File: src/rtl/simd_pkg.sv
// Shared encodings for the packed add/subtract unit.
// Assumes the 3-bit operation and 2-bit kind fields described in the brief.
package simd_pkg;
    typedef enum logic [2:0] {
        OP_ADD = 3'd0,
        OP_SUB = 3'd1,
        OP_XAS = 3'd2,   // swap b halves, add high, subtract low
        OP_XSA = 3'd3,   // swap b halves, subtract high, add low
        OP_SEL = 3'd4
    } simd_op_e;

    typedef enum logic [1:0] {
        K_WRAP  = 2'd0,
        K_CLAMP = 2'd1,
        K_HALVE = 2'd2,
        K_RSVD  = 2'd3
    } simd_kind_e;
endpackage

File: src/rtl/simd_lane.sv
// One arithmetic lane of width W.
// Forms the exact (W+1)-bit sum or difference, then wraps, clamps or halves it,
// and derives the lane's greater-or-equal flag from the exact result.
// Assumes kind values outside clamp/halve mean wrap.
module simd_lane
    import simd_pkg::*;
#(
    parameter int W = 8
) (
    input  logic [W-1:0] a,
    input  logic [W-1:0] b,
    input  logic         do_sub,
    input  logic         is_signed,
    input  logic [1:0]   kind,
    output logic [W-1:0] res,
    output logic         ge
);
    localparam logic [W-1:0] ALL_ONES = {W{1'b1}};
    localparam logic [W-1:0] S_MAX    = {1'b0, {(W-1){1'b1}}};
    localparam logic [W-1:0] S_MIN    = {1'b1, {(W-1){1'b0}}};

    logic [W:0] ext_a;
    logic [W:0] ext_b;
    logic [W:0] exact;
    logic       s_ovf;

    // Extend operands by one bit and form the exact lane result.
    always_comb begin
        ext_a = {is_signed & a[W-1], a};
        ext_b = {is_signed & b[W-1], b};
        exact = do_sub ? (ext_a - ext_b) : (ext_a + ext_b);
        s_ovf = exact[W] ^ exact[W-1];
    end

    // Pick the lane result for the requested arithmetic kind.
    always_comb begin
        unique case (kind)
            K_CLAMP: begin
                if (is_signed)
                    res = s_ovf ? (exact[W] ? S_MIN : S_MAX) : exact[W-1:0];
                else if (exact[W])
                    res = do_sub ? '0 : ALL_ONES;
                else
                    res = exact[W-1:0];
            end
            K_HALVE: res = exact[W:1];
            default: res = exact[W-1:0];
        endcase
    end

    // Greater-or-equal: non-negative signed, carry on add, no borrow on subtract.
    always_comb begin
        if (is_signed || do_sub)
            ge = ~exact[W];
        else
            ge = exact[W];
    end
endmodule

File: src/rtl/simd_byte_sel.sv
// Byte-wise two-way selector: byte i comes from a when mask[i] is set, else from b.
// Assumes the data width is a whole number of bytes.
module simd_byte_sel #(
    parameter int NBYTE  = 4,
    parameter int BYTE_W = 8
) (
    input  logic [NBYTE*BYTE_W-1:0] a,
    input  logic [NBYTE*BYTE_W-1:0] b,
    input  logic [NBYTE-1:0]        mask,
    output logic [NBYTE*BYTE_W-1:0] y
);
    for (genvar i = 0; i < NBYTE; i++) begin : g_byte
        // Choose one byte under its mask bit.
        always_comb begin
            y[i*BYTE_W +: BYTE_W] = mask[i] ? a[i*BYTE_W +: BYTE_W]
                                            : b[i*BYTE_W +: BYTE_W];
        end
    end
endmodule

File: src/rtl/simd_addsub_unit.sv
// Packed add/subtract unit with registered result and greater-or-equal flags.
// Runs byte or halfword lanes in wrap, clamp or halve arithmetic, cross forms on
// swapped halves, and a flag-driven byte select. One cycle of latency.
// Assumes the cross forms pair halfword lanes two at a time (upper/lower).
module simd_addsub_unit
    import simd_pkg::*;
#(
    parameter int DATA_W = 32,
    parameter int BYTE_W = 8,
    parameter int HALF_W = 16
) (
    input  logic              clk,
    input  logic              rst_n,
    input  logic              in_valid,
    input  logic [DATA_W-1:0] op_a,
    input  logic [DATA_W-1:0] op_b,
    input  logic [2:0]        opcode,
    input  logic [1:0]        kind,
    input  logic              is_signed,
    input  logic              lane_sel,
    output logic [DATA_W-1:0] result,
    output logic [DATA_W/BYTE_W-1:0] ge_flags
);
    localparam int NBYTE  = DATA_W / BYTE_W;
    localparam int NHALF  = DATA_W / HALF_W;
    localparam int BPH    = HALF_W / BYTE_W;

    simd_op_e          op;
    logic              is_cross;
    logic              use_half;
    logic              is_sel;
    logic [DATA_W-1:0] byte_res;
    logic [NBYTE-1:0]  byte_ge;
    logic [DATA_W-1:0] half_res;
    logic [NHALF-1:0]  half_ge;
    logic [NBYTE-1:0]  half_ge_wide;
    logic [DATA_W-1:0] sel_res;
    logic [DATA_W-1:0] res_d;
    logic [NBYTE-1:0]  ge_d;
    logic              flag_load;

    // Decode the operation into lane width and datapath choice.
    always_comb begin
        op       = simd_op_e'(opcode);
        is_cross = (op == OP_XAS) || (op == OP_XSA);
        is_sel   = (op == OP_SEL);
        use_half = lane_sel || is_cross;
    end

    // Byte lanes: plain add or subtract.
    for (genvar i = 0; i < NBYTE; i++) begin : g_blane
        simd_lane #(.W(BYTE_W)) u_lane (
            .a        (op_a[i*BYTE_W +: BYTE_W]),
            .b        (op_b[i*BYTE_W +: BYTE_W]),
            .do_sub   (op == OP_SUB),
            .is_signed(is_signed),
            .kind     (kind),
            .res      (byte_res[i*BYTE_W +: BYTE_W]),
            .ge       (byte_ge[i])
        );
    end

    // Halfword lanes: cross forms read the partner half of b and alternate add/sub.
    for (genvar h = 0; h < NHALF; h++) begin : g_hlane
        localparam int PARTNER = h ^ 1;
        logic [HALF_W-1:0] b_pick;
        logic              sub_h;

        // Choose the b half and the direction for this halfword lane.
        always_comb begin
            b_pick = is_cross ? op_b[PARTNER*HALF_W +: HALF_W] : op_b[h*HALF_W +: HALF_W];
            unique case (op)
                OP_SUB:  sub_h = 1'b1;
                OP_XAS:  sub_h = ((h % 2) == 0);
                OP_XSA:  sub_h = ((h % 2) == 1);
                default: sub_h = 1'b0;
            endcase
        end

        simd_lane #(.W(HALF_W)) u_lane (
            .a        (op_a[h*HALF_W +: HALF_W]),
            .b        (b_pick),
            .do_sub   (sub_h),
            .is_signed(is_signed),
            .kind     (kind),
            .res      (half_res[h*HALF_W +: HALF_W]),
            .ge       (half_ge[h])
        );

        // Copy the halfword flag into every byte bit of the lane.
        always_comb begin
            half_ge_wide[h*BPH +: BPH] = {BPH{half_ge[h]}};
        end
    end

    simd_byte_sel #(.NBYTE(NBYTE), .BYTE_W(BYTE_W)) u_sel (
        .a   (op_a),
        .b   (op_b),
        .mask(ge_flags),
        .y   (sel_res)
    );

    // Form the next result, next flags and the flag-load condition.
    always_comb begin
        if (is_sel)
            res_d = sel_res;
        else if (use_half)
            res_d = half_res;
        else
            res_d = byte_res;
        ge_d      = use_half ? half_ge_wide : byte_ge;
        flag_load = in_valid && !is_sel &&
                    ((kind == K_WRAP) || (kind == K_RSVD));
    end

    // Result register: loads on every accepted operation.
    always_ff @(posedge clk) begin
        if (!rst_n)
            result <= '0;
        else if (in_valid)
            result <= res_d;
    end

    // Flag register: loads only on wrap-around arithmetic.
    always_ff @(posedge clk) begin
        if (!rst_n)
            ge_flags <= '0;
        else if (flag_load)
            ge_flags <= ge_d;
    end
endmodule

File: config.mk
export PLATFORM = sky130hd
export DESIGN_NAME = simd_addsub_unit
export DESIGN_NICKNAME = d
export VERILOG_FILES = /design/src/rtl/simd_pkg.sv /design/src/rtl/simd_lane.sv /design/src/rtl/simd_byte_sel.sv /design/src/rtl/simd_addsub_unit.sv
export SDC_FILE = /design/constraint.sdc
export NUM_CORES = 1
export LEC_CHECK = 0
export ABC_AREA = 1
export BUFFER_PORTS_ARGS = -buffer_cell sky130_fd_sc_hd__buf_2
export CAP_MARGIN = 20
export CORE_MARGIN = 5
export CORE_UTILIZATION = 30
export DETAILED_ROUTE_END_ITERATION = 8
export PLACE_DENSITY = 0.5
export SKIP_CTS_REPAIR_TIMING = 1
export SYNTH_ARGS = -nofsm -noshare
export SYNTH_HDL_FRONTEND = slang
export SYNTH_HIERARCHICAL = 1
export SYNTH_SLANG_ARGS = --single-unit
File: constraint.sdc
create_clock -name clk -period 8.7 [get_ports clk]
set_clock_uncertainty 0.1 [all_clocks]
set_input_delay 0.87 -clock clk [delete_from_list [all_inputs] [get_ports clk]]
set_output_delay 0.87 -clock clk [all_outputs]
set_load 0.02 [all_outputs]
==> results of run 1 <==
through the flow:
stage / hold WS (ps) / cells / setup WS (ps) / utilization
final: 427.7 / 3096 / 2170 / 0.3256
after global routing: 489.7 / 3096 / 1736 / 0.3256
after CTS: 432.8 / 3096 / 2199 / 0.3256
after detailed placement: 409.6 / 3088 / 1895 / 0.3214
after global placement: 413.7 / 3088 / 1861 / 0.3214
after floorplan: 494.5 / 2462 / 3315 / -
worst min-delay path, delay by kind of cell, from the launching register on:
family	cells	cell delay, ps
AO/OA/AOI/OAI	2	170
flip-flops	1	320
cell type report:
| type | count | area, um^2 | share of cell area |
|---|---|---|---|
| inverters | 432 | 1650 | 0.1177 |
| multi-input cells | 1919 | 10140 | 0.7231 |
| clock inverters | 1 | 30.03 | 0.002141 |
| clock buffers | 7 | 152.6 | 0.01088 |
| flip-flops and latches | 36 | 720.7 | 0.05138 |
| well taps | 585 | 732.0 | 0.05219 |
| repair buffers | 116 | 598.1 | 0.04264 |
final timing paths:
path                            slack [ps]          to        start
worst max register to register        7060   result[6]  ge_flags[0]
worst min-delay path                   430  result[11]   result[11]
worst min register to register         430  result[11]   result[11]
worst max-delay path                  2170  result[24]    opcode[2]
state kept, by name, indices dropped and copies added (netlist names):
name	count
ge_flags	4
result	32
placed cells by master (no fill, tap or decap), drive strengths merged:
| cell | count |
|---|---|
| nand3 | 193 |
| bufinv | 2 |
| dfxtp | 36 |
| o21bai | 1 |
| clkinv | 6 |
| nor4 | 1 |
| nor2 | 179 |
| a21boi | 12 |
| inv | 425 |
| a21oi | 137 |
| o21ai | 157 |
| fa | 6 |
| ha | 94 |
| nand4 | 8 |
| a21o | 3 |
| nand2 | 998 |
| and2 | 6 |
| nor3 | 14 |
| or3 | 2 |
| o31a | 6 |
| nand3b | 15 |
| o211ai | 1 |
| buf | 116 |
| xor2 | 48 |
| a22oi | 1 |
| xnor2 | 33 |
| o21a | 1 |
| clkbuf | 7 |
| a31oi | 3 |
where the power goes:
group	total (mW)	internal, mW	leakage (nW)	switching (mW)
Combinational	1.60	0.525	7.95	1.08
Clock	0.250	0.152	0.0901	0.0977
Sequential	0.204	0.183	0.299	0.0207
routing by layer:
layer	up-vias	wire length, um	GRT usage
li1	7690	-	-
met5	-	0	0
met4	0	970	0.04543
met3	53	3082	0.01787
met2	505	22640	0.3299
met1	6966	23730	0.2974
cells by family after synthesis:
group / Yosys count / synth area share
buffers and inverters: 507 / 0.1678
AND/OR/NAND/NOR: 1416 / 0.4827
flip-flops: 36 / 0.05521
AO/OA/AOI/OAI: 322 / 0.1407
adder cells (fa/ha/maj): 100 / 0.09931
XOR/XNOR: 81 / 0.05435
==> flow_summary.json, run 1 <==
{
  "crit_arrival_ps": 6650,
  "root_buffer": "clkbuf_16",
  "ios": 110,
  "ys_types": 51,
  "vias": 15210,
  "yosysMostFrequentCell": "nand2_1",
  "syn_to_final_growth_pct": 7.458,
  "relSlewSlack": 0.3578,
  "synth_edf_count": 0,
  "wl_per_cell_um": 16.29,
  "die_h_um": 218.6,
  "die_x_um": 218.6,
  "drive_gt1_frac": 0.1334,
  "dpl_cell_area_um2": 13840,
  "ys_seq_area_frac": 0.05521,
  "tritoncts": "done",
  "r2r_cells": 7,
  "grt_max_degree": 49,
  "rsz0062_at_grt": "false",
  "diodes": 0,
  "crit_family": "simple AND/OR/NAND/NOR gates",
  "finalHoldViolations": 0,
  "cp_common_cell": "nand2_1",
  "p_leak_nw": 8.343,
  "hpwlAfterDp_mm": 39.25,
  "final_max_slew_viol_count": 0,
  "netlist_top_cells_area": "nand2_1 26%, inv_1 11%, ha_1 9.0%",
  "period_minus_slack_ps": 6530,
  "first_pass_iters": 6,
  "fmax_mhz": 153.1,
  "synth.avg_cell_area_um2": 5.302,
  "fill_cells": 4960,
  "io_buffers": 109,
  "rows": 76,
  "yosysTopAreaCellShare": 0.2608,
  "fin_area_um2": 14030,
  "fin_crit_sh": 0.7506,
  "cp_num_cells": 35,
  "outcome": "finished, final reports clean",
  "clock_latency_ps": 310,
  "overflow": 0,
  "via_per_inst": 4.914,
  "grt_first_pass_wirelength_mm": 78.09,
  "cpPeakStageDelay_ps": 640,
  "yosysTopAreaCell": "nand2_1",
  "hp-class": "flip-flop to flip-flop",
  "routabilityCongestion": 0.9148,
  "die_area_um2": 47780,
  "syn_area_um2": 13050,
  "nets": 2684,
  "cp_max_fo": 32,
  "async_flop_share": 0,
  "cts_buffers": 5,
  "initialDrtViolationCount": 1348,
  "critPathKind": "input port to flip-flop",
  "powerDensity_nw_per_um2": 146.7,
  "drt-total-wl_mm": 50.43,
  "endpoint_kind": "flip-flop",
  "synthCells": 2462,
  "setup_tns_ps": 0,
  "drc": 0,
  "required_ps": 8820,
  "cts.sinks": 36,
  "drtAntennaViolNets": 0,
  "cap_viol_max_count": 0,
  "worst_pin_slew_ps": 963.2,
  "synth_nets": 2636,
  "htree_levels": 2,
  "synth_ff_type": "dfxtp_1",
  "hold_depth": 2,
  "clkTransAtPathRegs_ps": 70,
  "coreArea_um2": 43080,
  "start_util": 0.3030,
  "antenna_found_initial": 0,
  "synth_common_cells": "907 x nand2_1, 398 x inv_1, 166 x nor2_1",
  "setup_viol": 0,
  "critPathLaunchType": "input port",
  "synth_warnings": 6,
  "peakVddDrop_mv": 0.07637,
  "grt_pass1_vias": 13940,
  "finalPower_mw": 2.058,
  "yosys_register_bits": 36,
  "slowest_stage": "inv_1",
  "clk_path_buf_depth": 2,
  "track_usage": 0.2048,
  "cp_num_buf_inv": 9
}
Note: power is estimated with default switching activity, not from simulation.
==> inputs of run 2 (changes only) <==
--- a/config.mk
+++ b/config.mk
@@ -11,7 +11,7 @@
 export CORE_MARGIN = 5
 export CORE_UTILIZATION = 30
 export DETAILED_ROUTE_END_ITERATION = 8
-export PLACE_DENSITY = 0.5
+export PLACE_DENSITY = 0.51
 export SKIP_CTS_REPAIR_TIMING = 1
 export SYNTH_ARGS = -nofsm -noshare
 export SYNTH_HDL_FRONTEND = slang
==> constraint.sdc (replaced) <==
create_clock -name clk -period 5.4 [get_ports clk]
set_clock_uncertainty 0.1 [all_clocks]
set_input_delay 0.54 -clock clk [delete_from_list [all_inputs] [get_ports clk]]
set_output_delay 0.54 -clock clk [all_outputs]
set_load 0.02 [all_outputs]
==> flow_summary.json, run 2 (synthesis gave the netlist of run 1 again) <==
{
  "reg2reg_from": "ge_flags[1]",
  "cap_viol_max_count": 0,
  "drtAntennaViolNets": 0,
  "reg_top3": "result: 32 flops, ge_flags: 4 flops",
  "p_leak_nw": 8.505,
  "clockPowerShare": 0.102,
  "rows": 76,
  "rsz0062_at_grt": "false",
  "slowest_stage": "ha_2",
  "antenna_found_initial": 1,
  "hpwlAfterDp_mm": 39.45,
  "period_minus_slack_ps": 5068,
  "wl_per_cell_um": 16.01,
  "fmax_mhz": 197.3,
  "crit_start": "opcode[2]",
  "die_h_um": 218.6,
  "regMostFlops": "result",
  "final_common_cell": "nand2_1",
  "tritoncts": "done",
  "clkTransAtPathRegs_ps": 70,
  "drt-total-wl_mm": 50.13,
  "grt_pass1_vias": 14150,
  "initialDrtViolationCount": 1365,
  "required_ps": 5540,
  "reg2reg_to": "result[15]",
  "clk_path_buf_depth": 2,
  "outcome": "finished, final reports clean",
  "endpoint_kind": "flip-flop",
  "cp_common_cell": "nand2_1",
  "vias": 15130,
  "drc": 0,
  "track_usage": 0.2061,
  "via_per_inst": 4.832,
  "final_cell_count_no_fill": 3132,
  "critPathLaunchType": "input port",
  "die_area_um2": 47780,
  "p_sw_mw": 1.934,
  "hp-class": "flip-flop to flip-flop",
  "setup_viol": 0,
  "place_inst": 3123,
  "seq_power_share": 0.099,
  "routabilityCongestion": 0.9179,
  "worst_pin_slew_ps": 864.4,
  "switching_share": 0.5844,
  "coreArea_um2": 43080,
  "critPathKind": "input port to flip-flop",
  "start_util": 0.3030,
  "final_max_slew_viol_count": 0,
  "cp_num_buf_inv": 8,
  "overflow": 0,
  "hold_depth": 2,
  "largest_reg_flops": 32,
  "io_buffers": 109,
  "peakVddDrop_mv": 0.1166,
  "fin_crit_sh": 0.9385,
  "syn_to_final_growth_pct": 9.596,
  "timing.hold.ws_ps": 446.1,
  "drive_gt1_frac": 0.1473,
  "r2r_cells": 7,
  "r2r_slack_ps": 3770,
  "ios": 110,
  "relSlewSlack": 0.4237,
  "clock_latency_ps": 310,
  "grt_max_degree": 49,
  "cts_buffers": 5,
  "cp_num_cells": 33,
  "finalHoldViolations": 0,
  "powerDensity_nw_per_um2": 231.3,
  "crit_arrival_ps": 5210,
  "cp_max_fo": 32,
  "final_cell_mix": "907 x nand2_1, 397 x inv_1, 166 x nor2_1",
  "nets": 2719,
  "htree_levels": 2,
  "cpPeakStageDelay_ps": 420,
  "pwr-share-comb": 0.799,
  "setup_tns_ps": 0,
  "p_int_mw": 1.375,
  "die_x_um": 218.6,
  "crit_family": "simple AND/OR/NAND/NOR gates",
  "fill_cells": 4930,
  "grt_first_pass_wirelength_mm": 79.00,
  "first_pass_iters": 5,
  "cts.sinks": 36,
  "critPathCapture": "result[20]",
  "root_buffer": "clkbuf_16"
}
==> run 2: power groups by stage <==
stage               combinational (mW)  sequential (mW)  clock [mW]
finish                            2.64            0.329       0.338
global route                      2.99            0.333       0.361
global placement                  2.57            0.337           0
CTS                               2.61            0.330       0.349
floorplan                         1.97            0.350           0
detailed placement                2.60            0.336           0
==> run 2: worst min-delay path by stage <==
stage	end	start
floorplan	result[11]	result[11]
global placement	result[9]	result[9]
detailed placement	result[20]	result[20]
CTS	result[20]	result[20]
global route	result[11]	result[11]
finish	result[20]	result[20]
==> run 2: cell type report <==
type | instances | area (um^2) | area share
multi-input combinational | 1919 | 10170 | 0.7108
inverter | 432 | 1650 | 0.1154
timing repair buffer | 151 | 885.9 | 0.06193
tap | 585 | 732.0 | 0.05117
sequential | 36 | 720.7 | 0.05038
clock buffer | 8 | 146.4 | 0.01023
antenna | 1 | 2.502 | 0.0001749
==> run 2: tightest hold or removal path: stages, from the launching register on <==
cell and delay [ps]:
dfxtp_1 330, o21ai_0 80, a21oi_1 110
==> run 2: through the flow <==
step,util,power (mW),setup WS (ps),instance area [um^2]
4_1_cts,0.3314,3.290,336.8,14280
5_1_grt,0.3320,3.680,1.421,14300
3_5_place_dp,0.3280,2.933,19.71,14130
3_3_place_gp,0.3280,2.909,103.2,14130
6_report,0.3321,3.308,332.0,14310
2_1_floorplan,-,2.318,344.9,13050
==> run 2: layer usage <==
metal / vias up / routed length, um / global-route usage
met2: 490 / 21380 / 0.3206
met1: 6836 / 24330 / 0.3018
met5: - / 0 / 0
li1: 7743 / - / -
met3: 64 / 3197 / 0.02369
met4: 0 / 1217 / 0.05359
